<file path="src/rtl/lnk_pkg.sv">
package lnk_pkg;
  typedef enum logic [1:0] {
    OP_READ  = 2'd0,
    OP_WRITE = 2'd1,
    OP_POLL  = 2'd2,
    OP_TERM  = 2'd3
  } op_e;

  typedef enum logic [2:0] {
    ST_IDLE,
    ST_START,
    ST_SHIFT,
    ST_CRC,
    ST_ECHO
  } st_e;

  localparam logic [2:0] CMD_ACCESS = 3'd4;
  localparam logic [2:0] CMD_POLL   = 3'd2;
  localparam logic [5:0] CMD_TERM   = 6'h3f;
endpackage

</file>
<file path="src/rtl/lnk_frame_pack.sv">
// Left-aligned frame (without CRC) and its length; DATA_W is 32 for the 4-byte size code.
module lnk_frame_pack import lnk_pkg::*; #(
  parameter int ID_W    = 2,
  parameter int ADDR_W  = 21,
  parameter int DATA_W  = 32,
  localparam int HDR_W   = ID_W + 3 + 1 + ADDR_W + 1,
  localparam int FRAME_W = HDR_W + DATA_W,
  localparam int LEN_W   = $clog2(FRAME_W + 1)
) (
  input  logic [ID_W-1:0]    id_i,
  input  op_e                op_i,
  input  logic [ADDR_W-1:0]  addr_i,
  input  logic [1:0]         size_i,
  input  logic [DATA_W-1:0]  wdata_i,
  output logic [FRAME_W-1:0] frame_o,
  output logic [LEN_W-1:0]   len_o
);
  localparam int BYTES = DATA_W / 8;

  logic [ADDR_W-1:0] addr_enc;
  logic              ds;
  int                nbytes;

  always_comb begin
    addr_enc = addr_i;
    ds       = 1'b0;
    nbytes   = 1;
    case (size_i)
      2'd0: ;
      2'd1: begin addr_enc[0] = 1'b0; ds = 1'b1; nbytes = 2; end
      default: begin addr_enc[1:0] = 2'b01; ds = 1'b1; nbytes = 4; end
    endcase
  end

  always_comb begin
    frame_o = '0;
    len_o   = '0;
    case (op_i)
      OP_READ, OP_WRITE: begin
        frame_o[FRAME_W-1 -: HDR_W] = {id_i, CMD_ACCESS, op_i == OP_READ, addr_enc, ds};
        len_o = LEN_W'(HDR_W);
        if (op_i == OP_WRITE) begin
          for (int b = 0; b < BYTES; b++)
            if (b < nbytes)
              frame_o[FRAME_W-1-HDR_W-8*b -: 8] = wdata_i[8*b +: 8];
          len_o = LEN_W'(HDR_W + 8 * nbytes);
        end
      end
      OP_POLL: begin
        frame_o[FRAME_W-1 -: ID_W+3] = {id_i, CMD_POLL};
        len_o = LEN_W'(ID_W + 3);
      end
      default: begin
        frame_o[FRAME_W-1 -: ID_W+6] = {id_i, CMD_TERM};
        len_o = LEN_W'(ID_W + 6);
      end
    endcase
  end
endmodule

</file>
<file path="src/rtl/lnk_crc4.sv">
module lnk_crc4 #(
  parameter logic [3:0] POLY = 4'b0011
) (
  input  logic clk_i,
  input  logic rst_ni,
  input  logic clr_i,
  input  logic step_i,
  input  logic shift_i,
  input  logic bit_i,
  output logic msb_o
);
  logic [3:0] crc_q;
  logic       fb;

  assign fb    = crc_q[3] ^ bit_i;
  assign msb_o = crc_q[3];

  always_ff @(posedge clk_i or negedge rst_ni) begin
    if (!rst_ni)      crc_q <= '0;
    else if (clr_i)   crc_q <= '0;
    else if (step_i)  crc_q <= {crc_q[2:0], 1'b0} ^ (fb ? POLY : 4'b0000);
    else if (shift_i) crc_q <= {crc_q[2:0], 1'b0};
  end
endmodule

</file>
<file path="src/rtl/lnk_cmd_tx.sv">
module lnk_cmd_tx import lnk_pkg::*; #(
  parameter int ID_W     = 2,
  parameter int ADDR_W   = 21,
  parameter int DATA_W   = 32,
  parameter int ECHO_CYC = 16
) (
  input  logic              clk_i,
  input  logic              rst_ni,
  input  logic              req_valid_i,
  output logic              req_ready_o,
  input  logic [ID_W-1:0]   req_id_i,
  input  logic [1:0]        req_op_i,
  input  logic [ADDR_W-1:0] req_addr_i,
  input  logic [1:0]        req_size_i,
  input  logic [DATA_W-1:0] req_wdata_i,
  output logic              link_clk_o,
  output logic              link_data_o,
  output logic              link_dir_o,
  output logic              done_o
);
  localparam int HDR_W   = ID_W + 3 + 1 + ADDR_W + 1;
  localparam int FRAME_W = HDR_W + DATA_W;
  localparam int LEN_W   = $clog2(FRAME_W + 1);
  localparam int CNT_MAX = (FRAME_W > ECHO_CYC) ? FRAME_W : ECHO_CYC;
  localparam int CNT_W   = $clog2(CNT_MAX + 1);

  st_e                state_q;
  logic               ph_q;
  logic [FRAME_W-1:0] frame_q, pay_frame;
  logic [LEN_W-1:0]   pay_len;
  logic [CNT_W-1:0]   cnt_q;
  logic               done_q;
  logic               accept, bit_end, cur_bit, crc_msb;

  lnk_frame_pack #(.ID_W(ID_W), .ADDR_W(ADDR_W), .DATA_W(DATA_W)) u_pack (
    .id_i   (req_id_i),
    .op_i   (op_e'(req_op_i)),
    .addr_i (req_addr_i),
    .size_i (req_size_i),
    .wdata_i(req_wdata_i),
    .frame_o(pay_frame),
    .len_o  (pay_len)
  );

  assign accept  = req_valid_i && (state_q == ST_IDLE);
  assign bit_end = ph_q && (state_q != ST_IDLE);

  always_comb begin
    case (state_q)
      ST_START: cur_bit = 1'b1;
      ST_SHIFT: cur_bit = frame_q[FRAME_W-1];
      ST_CRC:   cur_bit = crc_msb;
      default:  cur_bit = 1'b0;
    endcase
  end

  lnk_crc4 u_crc (
    .clk_i  (clk_i),
    .rst_ni (rst_ni),
    .clr_i  (accept),
    .step_i (bit_end && (state_q == ST_START || state_q == ST_SHIFT)),
    .shift_i(bit_end && state_q == ST_CRC),
    .bit_i  (cur_bit),
    .msb_o  (crc_msb)
  );

  always_ff @(posedge clk_i or negedge rst_ni) begin
    if (!rst_ni) begin
      state_q <= ST_IDLE;
      ph_q    <= 1'b0;
      frame_q <= '0;
      cnt_q   <= '0;
      done_q  <= 1'b0;
    end else begin
      done_q <= 1'b0;
      if (accept) begin
        state_q <= ST_START;
        ph_q    <= 1'b0;
        frame_q <= pay_frame;
        cnt_q   <= CNT_W'(pay_len - LEN_W'(1));
      end else if (state_q != ST_IDLE) begin
        ph_q <= ~ph_q;
        if (bit_end) begin
          case (state_q)
            ST_START: state_q <= ST_SHIFT;
            ST_SHIFT: begin
              frame_q <= frame_q << 1;
              if (cnt_q == '0) begin
                state_q <= ST_CRC;
                cnt_q   <= CNT_W'(3);
              end else cnt_q <= cnt_q - 1'b1;
            end
            ST_CRC: begin
              if (cnt_q == '0) begin
                state_q <= ST_ECHO;
                cnt_q   <= CNT_W'(ECHO_CYC - 1);
              end else cnt_q <= cnt_q - 1'b1;
            end
            default: begin
              if (cnt_q == '0) begin
                state_q <= ST_IDLE;
                done_q  <= 1'b1;
              end else cnt_q <= cnt_q - 1'b1;
            end
          endcase
        end
      end
    end
  end

  assign req_ready_o = (state_q == ST_IDLE);
  assign link_clk_o  = (state_q == ST_IDLE) || ph_q;
  assign link_data_o = ~cur_bit;
  assign link_dir_o  = (state_q != ST_IDLE);
  assign done_o      = done_q;

  a_r1_busy_after_accept: assert property (@(posedge clk_i) disable iff (!rst_ni)
    (req_valid_i && req_ready_o) |=> !req_ready_o);

  a_r3_data_stable_at_rise: assert property (@(posedge clk_i) disable iff (!rst_ni)
    $rose(link_clk_o) |-> $stable(link_data_o));

  a_r4_start_bit_low: assert property (@(posedge clk_i) disable iff (!rst_ni)
    (req_valid_i && req_ready_o) |=> (!link_data_o && !link_clk_o && link_dir_o));

  a_r6_legal_length: assert property (@(posedge clk_i) disable iff (!rst_ni)
    accept |-> (pay_len == LEN_W'(ID_W + 3) || pay_len == LEN_W'(ID_W + 6) ||
                pay_len == LEN_W'(HDR_W) || pay_len == LEN_W'(HDR_W + 8) ||
                pay_len == LEN_W'(HDR_W + 16) || pay_len == LEN_W'(HDR_W + 32)));

  a_r11_done_releases: assert property (@(posedge clk_i) disable iff (!rst_ni)
    done_o |-> (req_ready_o && !link_dir_o && $past(link_dir_o)));
endmodule

</file>
<file path="config.mk">
export PLATFORM = sky130hd
export DESIGN_NAME = lnk_cmd_tx
export DESIGN_NICKNAME = d
export VERILOG_FILES = /design/src/rtl/lnk_pkg.sv /design/src/rtl/lnk_frame_pack.sv /design/src/rtl/lnk_crc4.sv /design/src/rtl/lnk_cmd_tx.sv
export SDC_FILE = /design/constraint.sdc
export NUM_CORES = 1
export LEC_CHECK = 0
export CAP_MARGIN = 20
export CORE_AREA = 3 3 99 101
export CTS_CLUSTER_DIAMETER = 200
export DETAILED_ROUTE_END_ITERATION = 10
export DIE_AREA = 0 0 102 104
export DONT_BUFFER_PORTS = 1
export GPL_TIMING_DRIVEN = 1
export SETUP_SLACK_MARGIN = 0.15
export SLEW_MARGIN = 15
export SYNTH_ARGS = -nofsm -noshare
export SYNTH_HDL_FRONTEND = slang
export SYNTH_SLANG_ARGS = --single-unit
</file>
<file path="constraint.sdc">
create_clock -name clk_i -period 2.1 [get_ports clk_i]
set_input_delay 0.525 -clock clk_i [delete_from_list [all_inputs] [get_ports clk_i]]
set_output_delay 0.525 -clock clk_i [all_outputs]
set_load 0.01 [all_outputs]
</file>
==> results.json, run 1 <==
{
  "routed_wl_um": 8600,
  "reg2reg_slack_ns": 0.27,
  "place_congestion": 0.841,
  "fin_ws_ns": 0.209,
  "skew_ns": 0.0114,
  "critical-path-top-cell-by-count": "buf_4",
  "hold_viol_final": 75,
  "synthArstFlopShare_pct": 100,
  "max_slew.worst_pin.slew_ns": 0.432,
  "hp-class": "in -> async",
  "end_kind": "output pin",
  "period_share_pct": 90.0,
  "worstPathCellList": "buf_4 > nor3_2 > buf_4 > or2_4",
  "synth_area_um2": 4030,
  "outcome": "finished with violations",
  "ys_seq_area_share_pct": 46.6,
  "clock_sinks": 75,
  "syn2layout_area_growth_pct": 9.63,
  "syn_avg_cell_area_um2": 9.94,
  "htreeDepth": 3,
  "diodes": 0,
  "grt_pass1_vias": 2969,
  "cp.required_ns": 1.57,
  "power_switching_mw": 2.10,
  "reg2regPathDepth": 7,
  "yosys_warnings": 0,
  "root_buffer": "clkbuf_8",
  "yosys-top-cells-area": "dfrtp_1, mux2i_1, o21ai_1",
  "tns_ns": 0,
  "synth-edff-count": 0,
  "layout_commonest_cell": "dfrtp_1",
  "crit_family": "flip-flops",
  "netlist.top_cell.by_area": "dfrtp_1",
  "cts_tree": "done",
  "fmax_ghz": 0.529,
  "die_y_um": 104,
  "drive_above_1_share_pct": 12.2,
  "maxSlewViolCount": 0,
  "arrival_ns": 1.37,
  "maxSlewHeadroom_pct": 71.2,
  "synth_top_area_share_pct": 46.6,
  "path_buf_inv": 2,
  "worstSetupStartpoint": "state_q[1]",
  "vias": 2971,
  "p_leak_nw": 1.88,
  "crit_slowest_cell": "dfrtp_1",
  "place_ws_ns": 0.183,
  "antenna_found_initial": 0,
  "nFillCells": 878,
  "rsz0062_at_grt": "true",
  "clk_pin_slew_ns": 0.08,
  "synthFlopType": "dfrtp_1",
  "violations": "hold timing",
  "wl_per_cell_um": 16.5,
  "critPathLaunchType": "flip-flop",
  "dieArea_um2": 10600,
  "ys_ff_latch": 75,
  "cts_buffers": 9,
  "grt_max_degree": 76,
  "dr.pass1.iters": 4,
  "path_max_fanout": 8,
  "crit_cells": 4,
  "drc": 0,
  "rows": 35,
  "core-area_um2": 9110,
  "dieWidth_um": 102,
  "cap_violations": 0,
  "power_density_nw_per_um2": 1330,
  "peakVddDrop_uv": 440,
  "layout_common_cells": "dfrtp_1, mux2i_1, o21ai_1",
  "synthDistinctLibCells": 52,
  "syn-num-nets": 477,
  "setup_violations": 0,
  "drt_iter0_markers": 149,
  "finalPower_mw": 5.88,
  "whs_ns": -0.138,
  "start_util_pct": 44.2,
  "p_clk_share_pct": 19.5,
  "placed_cell_area_um2": 4160,
  "dp_hpwl_um": 5850,
  "grt_first_pass_wirelength_um": 14400,
  "period_minus_slack_ns": 1.89,
  "port_buffers": 0,
  "ios": 67,
  "via_per_inst": 5.71,
  "max_stage_delay_ns": 0.38,
  "clockBufferDepth": 2,
  "ant_nets": 0,
  "grt.total_usage_pct": 17.0,
  "criticalPathCategory": "reg -> out",
  "p_sw_share_pct": 35.8,
  "r2r_end": "frame_q[39]",
  "grt_overflow_total": 0,
  "r2r-start": "state_q[2]",
  "fin_area_um2": 4420,
  "clk_latency_ns": 0.36,
  "p_int_mw": 3.77,
  "nets": 477,
  "synthCells": 405,
  "power_frac_seq_pct": 40.2,
  "p_comb_share_pct": 40.3
}
-- state kept, by name, indices dropped and copies added (netlist names) --
| register | count |
|---|---|
| state_q | 3 |
| u_crc.crc_q | 4 |
| ph_q | 1 |
| cnt_q | 6 |
| frame_q | 60 |
| done_o | 1 |
-- routing by layer --
| metal | vias to the layer above | global-route usage, % | wire length (um) |
|---|---|---|---|
| li1 | 1461 | - | - |
| met3 | 10 | 5.77 | 419 |
| met1 | 1442 | 23.3 | 4060 |
| met5 | - | 0 | 0 |
| met4 | 0 | 4.31 | 82 |
| met2 | 58 | 25.9 | 4040 |
-- metrics by stage --
stage | instances | hold WS, ns | utilization [%]
finish | 520 | -0.138 | 48.5
global route | 520 | -0.186 | 48.5
CTS | 519 | -0.162 | 48.1
detailed placement | 502 | 0.232 | 45.7
global placement | 502 | 0.232 | 45.7
floorplan | 405 | 0.229 | -
-- final cells by class --
cell class | instances | area (um2) | share of cell area, %
clock inverter | 4 | 48.8 | 1.11
clock buffer | 11 | 151 | 3.43
sequential | 75 | 1880 | 42.5
multi-input combinational | 287 | 1970 | 44.6
tap | 111 | 139 | 3.15
timing repair buffer | 20 | 186 | 4.22
inverter | 12 | 45.0 | 1.02
-- worst register-to-register path, stage by stage, from the launching register on --
cell and delay (ns):
dfrtp_1 0.39, buf_6 0.13, buf_4 0.15, nor4b_4 0.31, buf_4 0.27, buf_6 0.28, nand3_1 0.13, o21ai_1 0.10
-- worst max path at each step --
stage                       to  slack (ns)
floorplan           link_clk_o        0.30
detailed placement    cnt_q[0]        0.18
CTS                 link_clk_o        0.15
global route        link_clk_o        0.13
finish              link_clk_o        0.21
global placement      cnt_q[0]        0.24
-- cell families (layout without fill, tap and decap cells) --
group           after synthesis  after routing  share of synthesized area (%)
compound gates              104            104                           14.8
xor+xnor                      1              1                          0.217
fa+ha+maj                    10             10                           3.11
buf+inv                      43             47                           5.28
flops                        75             75                           46.6
mux                          58             58                           14.5
simple gates                114            114                           15.5
-- power groups by stage --
stage	Sequential (mW)	Clock (mW)	Combinational [mW]
after global routing	2.44	1.28	2.63
final	2.36	1.15	2.37
after global placement	2.37	0	2.24
after floorplan	2.28	0	1.92
after detailed placement	2.39	0	2.30
after CTS	2.36	1.20	2.34
-- timing repair --
item,CTS,global route
endpoints found under the setup margin,1,36
pin swaps,0,1
gates resized for setup,2,7
endpoints found under the hold margin,75,75
setup buffers,2,1
-- synthesized netlist by cell type (2+ instances only) --
cell,instances
ha_1,10
inv_1,12
o21ai_1,56
a211oi_1,5
a21oi_2,2
nor2b_1,7
mux2i_1,56
o22ai_1,3
nand4b_1,2
a31oi_1,2
mux2_2,2
a21o_1,2
o211ai_1,2
or2_2,3
buf_4,8
and2b_1,2
a21oi_1,12
nand3_1,44
clkbuf_1,11
nor3_1,3
nand2_1,28
dfrtp_1,75
a22o_1,4
buf_2,11
nor2_1,7
o21ai_0,9
or3b_1,2
Power figures use the tool's default switching activity.
==> inputs of run 2 (changes only) <==
CORE_AREA = 3 3 84 86   (was 3 3 99 101)
DIE_AREA = 0 0 87 89   (was 0 0 102 104)
PLACE_DENSITY = 0.78   (was unset)
==> run 2 against run 1 <==
The run still ends with hold timing left. Final area grew 0.79%. Utilization grew 22 points. Die area shrank 27%. Non-clock buffer count grew 7.
==> results.json, run 2 (synthesized netlist as in run 1, its figures left out) <==
{
  "outcome": "finished with violations",
  "violations": "hold timing",
  "finalPower_mw": 6.19,
  "p_leak_nw": 1.92,
  "arrival_ns": 1.40,
  "clockBufferDepth": 2,
  "drive_above_1_share_pct": 13.4,
  "place_ws_ns": 0.195,
  "antenna_found_initial": 0,
  "core-area_um2": 6350,
  "routed_wl_um": 8000,
  "die_y_um": 89,
  "cts_tree": "done",
  "drc": 0,
  "grt_max_degree": 76,
  "path_max_fanout": 9,
  "largest_register": "frame_q",
  "ant_nets": 0,
  "wl_per_cell_um": 16.2,
  "maxSlewHeadroom_pct": 78.4,
  "skew_ns": 0.00865,
  "rows": 29,
  "cap_violations": 0,
  "rsz0062_at_grt": "true",
  "drt_iter0_markers": 109,
  "period_minus_slack_ns": 1.93,
  "setup_violations": 0,
  "htreeDepth": 3,
  "grt_overflow_total": 0,
  "tns_ns": 0,
  "layout_commonest_cell": "dfrtp_1",
  "root_buffer": "clkbuf_8",
  "clock_sinks": 75,
  "max_slew.worst_pin.slew_ns": 0.319,
  "start_util_pct": 63.4,
  "reg_top3": "frame_q: 60 flops, cnt_q: 6 flops, u_crc.crc_q: 4 flops",
  "maxSlewViolCount": 0,
  "clk_latency_ns": 0.34,
  "period_share_pct": 91.8,
  "clk_pin_slew_ns": 0.08,
  "vias": 2988,
  "nets": 484,
  "end_kind": "output pin",
  "grt_first_pass_wirelength_um": 12900,
  "syn2layout_area_growth_pct": 10.5,
  "grt_pass1_vias": 2794,
  "dieArea_um2": 7740,
  "largest_reg_flops": 60,
  "criticalPathCategory": "reg -> out",
  "fmax_ghz": 0.518,
  "hold_viol_final": 75,
  "layout_common_cells": "dfrtp_1, mux2i_1, o21ai_1",
  "dieWidth_um": 87,
  "place_congestion": 0.848,
  "dp_hpwl_um": 5670,
  "grt.total_usage_pct": 21.2,
  "power_density_nw_per_um2": 1390,
  "critPathLaunchType": "flip-flop",
  "ios": 67,
  "cts_buffers": 9,
  "dr.pass1.iters": 4,
  "via_per_inst": 6.05,
  "peakVddDrop_uv": 711,
  "diodes": 0,
  "port_buffers": 0,
  "cp.required_ns": 1.57,
  "fin_ws_ns": 0.171,
  "hp-class": "in -> async",
  "whs_ns": -0.134
}
==> run 2: final cells by class <==
| type | instances | area (um2) |
|---|---|---|
| fillers | 481 | 1900 |
| clock buffers | 12 | 145 |
| flip-flops and latches | 75 | 1880 |
| repair buffers | 27 | 228 |
| well taps | 77 | 96.3 |
| inverters | 12 | 45.0 |
| multi-input cells | 287 | 1960 |
| clock inverters | 4 | 97.6 |
==> run 2: where the power goes <==
group / switching (mW) / internal, mW / total (mW)
logic: 1.22 / 1.25 / 2.48
clock network: 0.522 / 0.823 / 1.35
registers: 0.372 / 1.99 / 2.36
==> run 2: path summary, 6_finish.rpt <==
path | depth (start not counted) | end | from | slack [ns]
min in group clk_i | 2 | frame_q[59] | req_id_i[1] | 0.30
max in group asynchronous | 0 | state_q[0] | rst_ni | 2.08
min reg2reg | 2 | u_crc.crc_q[2] | u_crc.crc_q[2] | 0.50
max | 4 | link_data_o | state_q[0] | 0.17
min | 0 | frame_q[4] | rst_ni | -0.13
max reg2reg | 5 | cnt_q[0] | state_q[1] | 0.21
==> run 2: per-layer routing <==
metal  GRT usage, %  vias up  routed length (um)
met1           29.0     1422                3670
met4           10.6        0                 180
met3           5.90       14                 557
met2           31.1       83                3590
met5              0        -                   0
li1               -     1469                   -
==> run 2: worst max-delay path, cell delays in order (launching register included) <==
cell     delay [ns]
dfrtp_2        0.41
buf_4          0.16
and2b_2        0.24
nand2_1        0.06
a21o_1         0.19
==> run 2: through the flow <==
| stage | utilization [%] | std cells | cell area (um2) |
|---|---|---|---|
| 2_1_floorplan | - | 405 | 4030 |
| 6_report | 70.1 | 494 | 4450 |
| 5_1_grt | 70.1 | 494 | 4450 |
| 3_3_place_gp | 65.1 | 470 | 4140 |
| 4_1_cts | 69.2 | 487 | 4390 |
| 3_5_place_dp | 65.1 | 470 | 4140 |
==> run 2: what timing repair did <==
action	CTS	global route
buffers inserted	1	7
gates resized for setup	3	2
hold endpoints to repair	75	75
setup endpoints to repair	4	5
==> inputs of run 3 (changes only) <==
ABC_AREA = 1   (was unset)
PLACE_DENSITY = 0.77   (was 0.78)
==> run 3 against run 2 <==
The flow still finishes with violations (hold timing). Largest cell class is now flip-flops and latches. Non-clock buffer count fell by 14. Global-route usage grew 1.5 points. Combinational power fell by 95%. Clock skew increased by 0.0026 ns. Hold slack worse by 0.0013 ns. Die area unchanged. Synthesized area is 1.7% lower. Count of clock-buffer cells in the layout is 3 lower. Highest routed layer unchanged. Sequential power down 36%. Setup slack gained 0.14 ns.
==> results.json, run 3 <==
{
  "maxSlewHeadroom_pct": 73.3,
  "synthFlopType": "dfrtp_1",
  "placed_cell_area_um2": 3980,
  "dp_hpwl_um": 5760,
  "port_buffers": 0,
  "clockBufferDepth": 2,
  "ant_nets": 0,
  "vias": 3312,
  "grt_first_pass_wirelength_um": 14100,
  "place_congestion": 0.841,
  "p_leak_nw": 1.89,
  "core-area_um2": 6350,
  "violations": "hold timing",
  "synthArstFlopShare_pct": 100,
  "cap_violations": 0,
  "synthCells": 495,
  "syn-num-nets": 567,
  "layout_commonest_cell": "nand2_1",
  "drive_above_1_share_pct": 8.16,
  "grtUsageMet1_pct": 33.2,
  "place_ws_ns": 0.306,
  "ys_ff_latch": 75,
  "syn2layout_area_growth_pct": 5.56,
  "critPathLaunchType": "flip-flop",
  "layout_common_cells": "nand2_1, dfrtp_1, nor2_1",
  "synthDistinctLibCells": 26,
  "tns_ns": 0,
  "antenna_found_initial": 0,
  "syn_avg_cell_area_um2": 8.00,
  "nFillCells": 518,
  "diodes": 0,
  "peakVddDrop_uv": 467,
  "dp_cells": 550,
  "synth_top_area_share_pct": 47.4,
  "yosys_warnings": 0,
  "grt_overflow_total": 0,
  "wl_per_cell_um": 14.7,
  "grt_max_degree": 76,
  "rows": 29,
  "period_share_pct": 85.4,
  "path_max_fanout": 6,
  "cts_buffers": 9,
  "period_minus_slack_ns": 1.79,
  "met2_usage_pct": 33.5,
  "clock_sinks": 75,
  "fmax_ghz": 0.558,
  "start_util_pct": 62.3,
  "cp.required_ns": 1.57,
  "power_density_nw_per_um2": 634,
  "nets": 557,
  "whs_ns": -0.135,
  "maxSlewViolCount": 0,
  "drt_iter0_markers": 222,
  "dieWidth_um": 87,
  "ios": 67,
  "routed_wl_um": 8360,
  "reg_top3": "frame_q: 60 flops, cnt_q: 6 flops, u_crc.crc_q: 4 flops",
  "yosysMostFrequentCell": "nand2_1",
  "grt_pass1_vias": 3035,
  "yosys-top-cells-count": "nand2_1, dfrtp_1, nor2_1, a31oi_1, nand3_1",
  "grt.total_usage_pct": 22.7,
  "cts_tree": "done",
  "skew_ns": 0.0113,
  "fin_area_um2": 4180,
  "yosys-top-cells-area": "dfrtp_1, nand2_1, a31oi_1",
  "via_per_inst": 5.84,
  "largest_reg_flops": 60,
  "synth_area_um2": 3960,
  "dieArea_um2": 7740,
  "rsz0062_at_grt": "false",
  "clk_pin_slew_ns": 0.09,
  "arrival_ns": 1.27,
  "drc": 0,
  "die_y_um": 89,
  "post-route-util_pct": 65.8,
  "ys_seq_area_share_pct": 47.4,
  "htreeDepth": 3,
  "max_slew.worst_pin.slew_ns": 0.401,
  "end_kind": "output pin",
  "final_cells": 567,
  "fin_ws_ns": 0.307,
  "hold_viol_final": 75,
  "synth-edff-count": 0,
  "outcome": "finished with violations",
  "hp-class": "in -> async",
  "largest_register": "frame_q",
  "use_met3_pct": 4.79,
  "root_buffer": "clkbuf_8",
  "criticalPathCategory": "reg -> out",
  "busiest_layer": "met2",
  "setup_violations": 0,
  "dr.pass1.iters": 4,
  "netlist.top_cell.by_area": "dfrtp_1",
  "clk_latency_ns": 0.35
}
## run 3: kinds of logic after synthesis
kind of cell	Yosys count	synth area share (%)
buffers and inverters	64	7.71
xor gates and xnor gates	4	0.885
DFF	75	47.4
and+or+nand+nor	255	28.0
AOI/OAI and AO/OA	87	12.8
adders and majority gates	10	3.16
## run 3: per-layer routing
layer  vias up  wire (um)
li1       1662          -
met1      1554       3770
met2        86       3830
met3        10        643
met4         0        119
met5         -          0
## run 3: worst max-delay path: stages (launching register included)
cell and delay, ns:
dfrtp_1 0.44, nor2_4 0.16, nand2_2 0.11, nand3_1 0.13
inv_1 0.08
## run 3: area by class of cell
| type | instances | area, um2 | area share, % |
|---|---|---|---|
| sequential | 75 | 1880 | 44.9 |
| multi-input combinational | 356 | 1780 | 42.7 |
| timing repair buffer | 13 | 126 | 3.02 |
| clock buffer | 9 | 124 | 2.96 |
| inverter | 30 | 113 | 2.69 |
| tap | 77 | 96.3 | 2.31 |
| clock inverter | 7 | 58.8 | 1.41 |
## run 3: worst paths after layout
path	startpoint	to	slack, ns	depth (start not counted)
max	state_q[2]	link_data_o	0.31	4
min	rst_ni	u_crc.crc_q[0]	-0.14	0
max reg2reg	state_q[2]	frame_q[12]	0.33	8
min reg2reg	u_crc.crc_q[1]	u_crc.crc_q[2]	0.47	2
max in group asynchronous	rst_ni	frame_q[32]	2.12	0
min in group clk_i	req_size_i[1]	frame_q[0]	0.33	2
## run 3: per-stage QoR
stage	total power, mW	hold WS (ns)
4_1_cts	2.68	-0.149
6_report	2.65	-0.135
2_1_floorplan	1.62	0.229
3_5_place_dp	1.65	0.231
5_1_grt	2.76	-0.156
3_3_place_gp	1.64	0.232
## run 3: where the power goes
group / switching (mW) / leakage (nW) / internal (mW)
registers: 0.0222 / 0.998 / 1.48
logic: 0.0684 / 0.807 / 0.0465
clock network: 0.584 / 0.0868 / 0.445
total: 0.675 / 1.89 / 1.97
## run 3: repair_timing
item	4_1_cts	5_1_grt
setup buffers	0	1
gates resized for setup	0	2
endpoints found under the hold margin	75	75
endpoints found under the setup margin	0	7
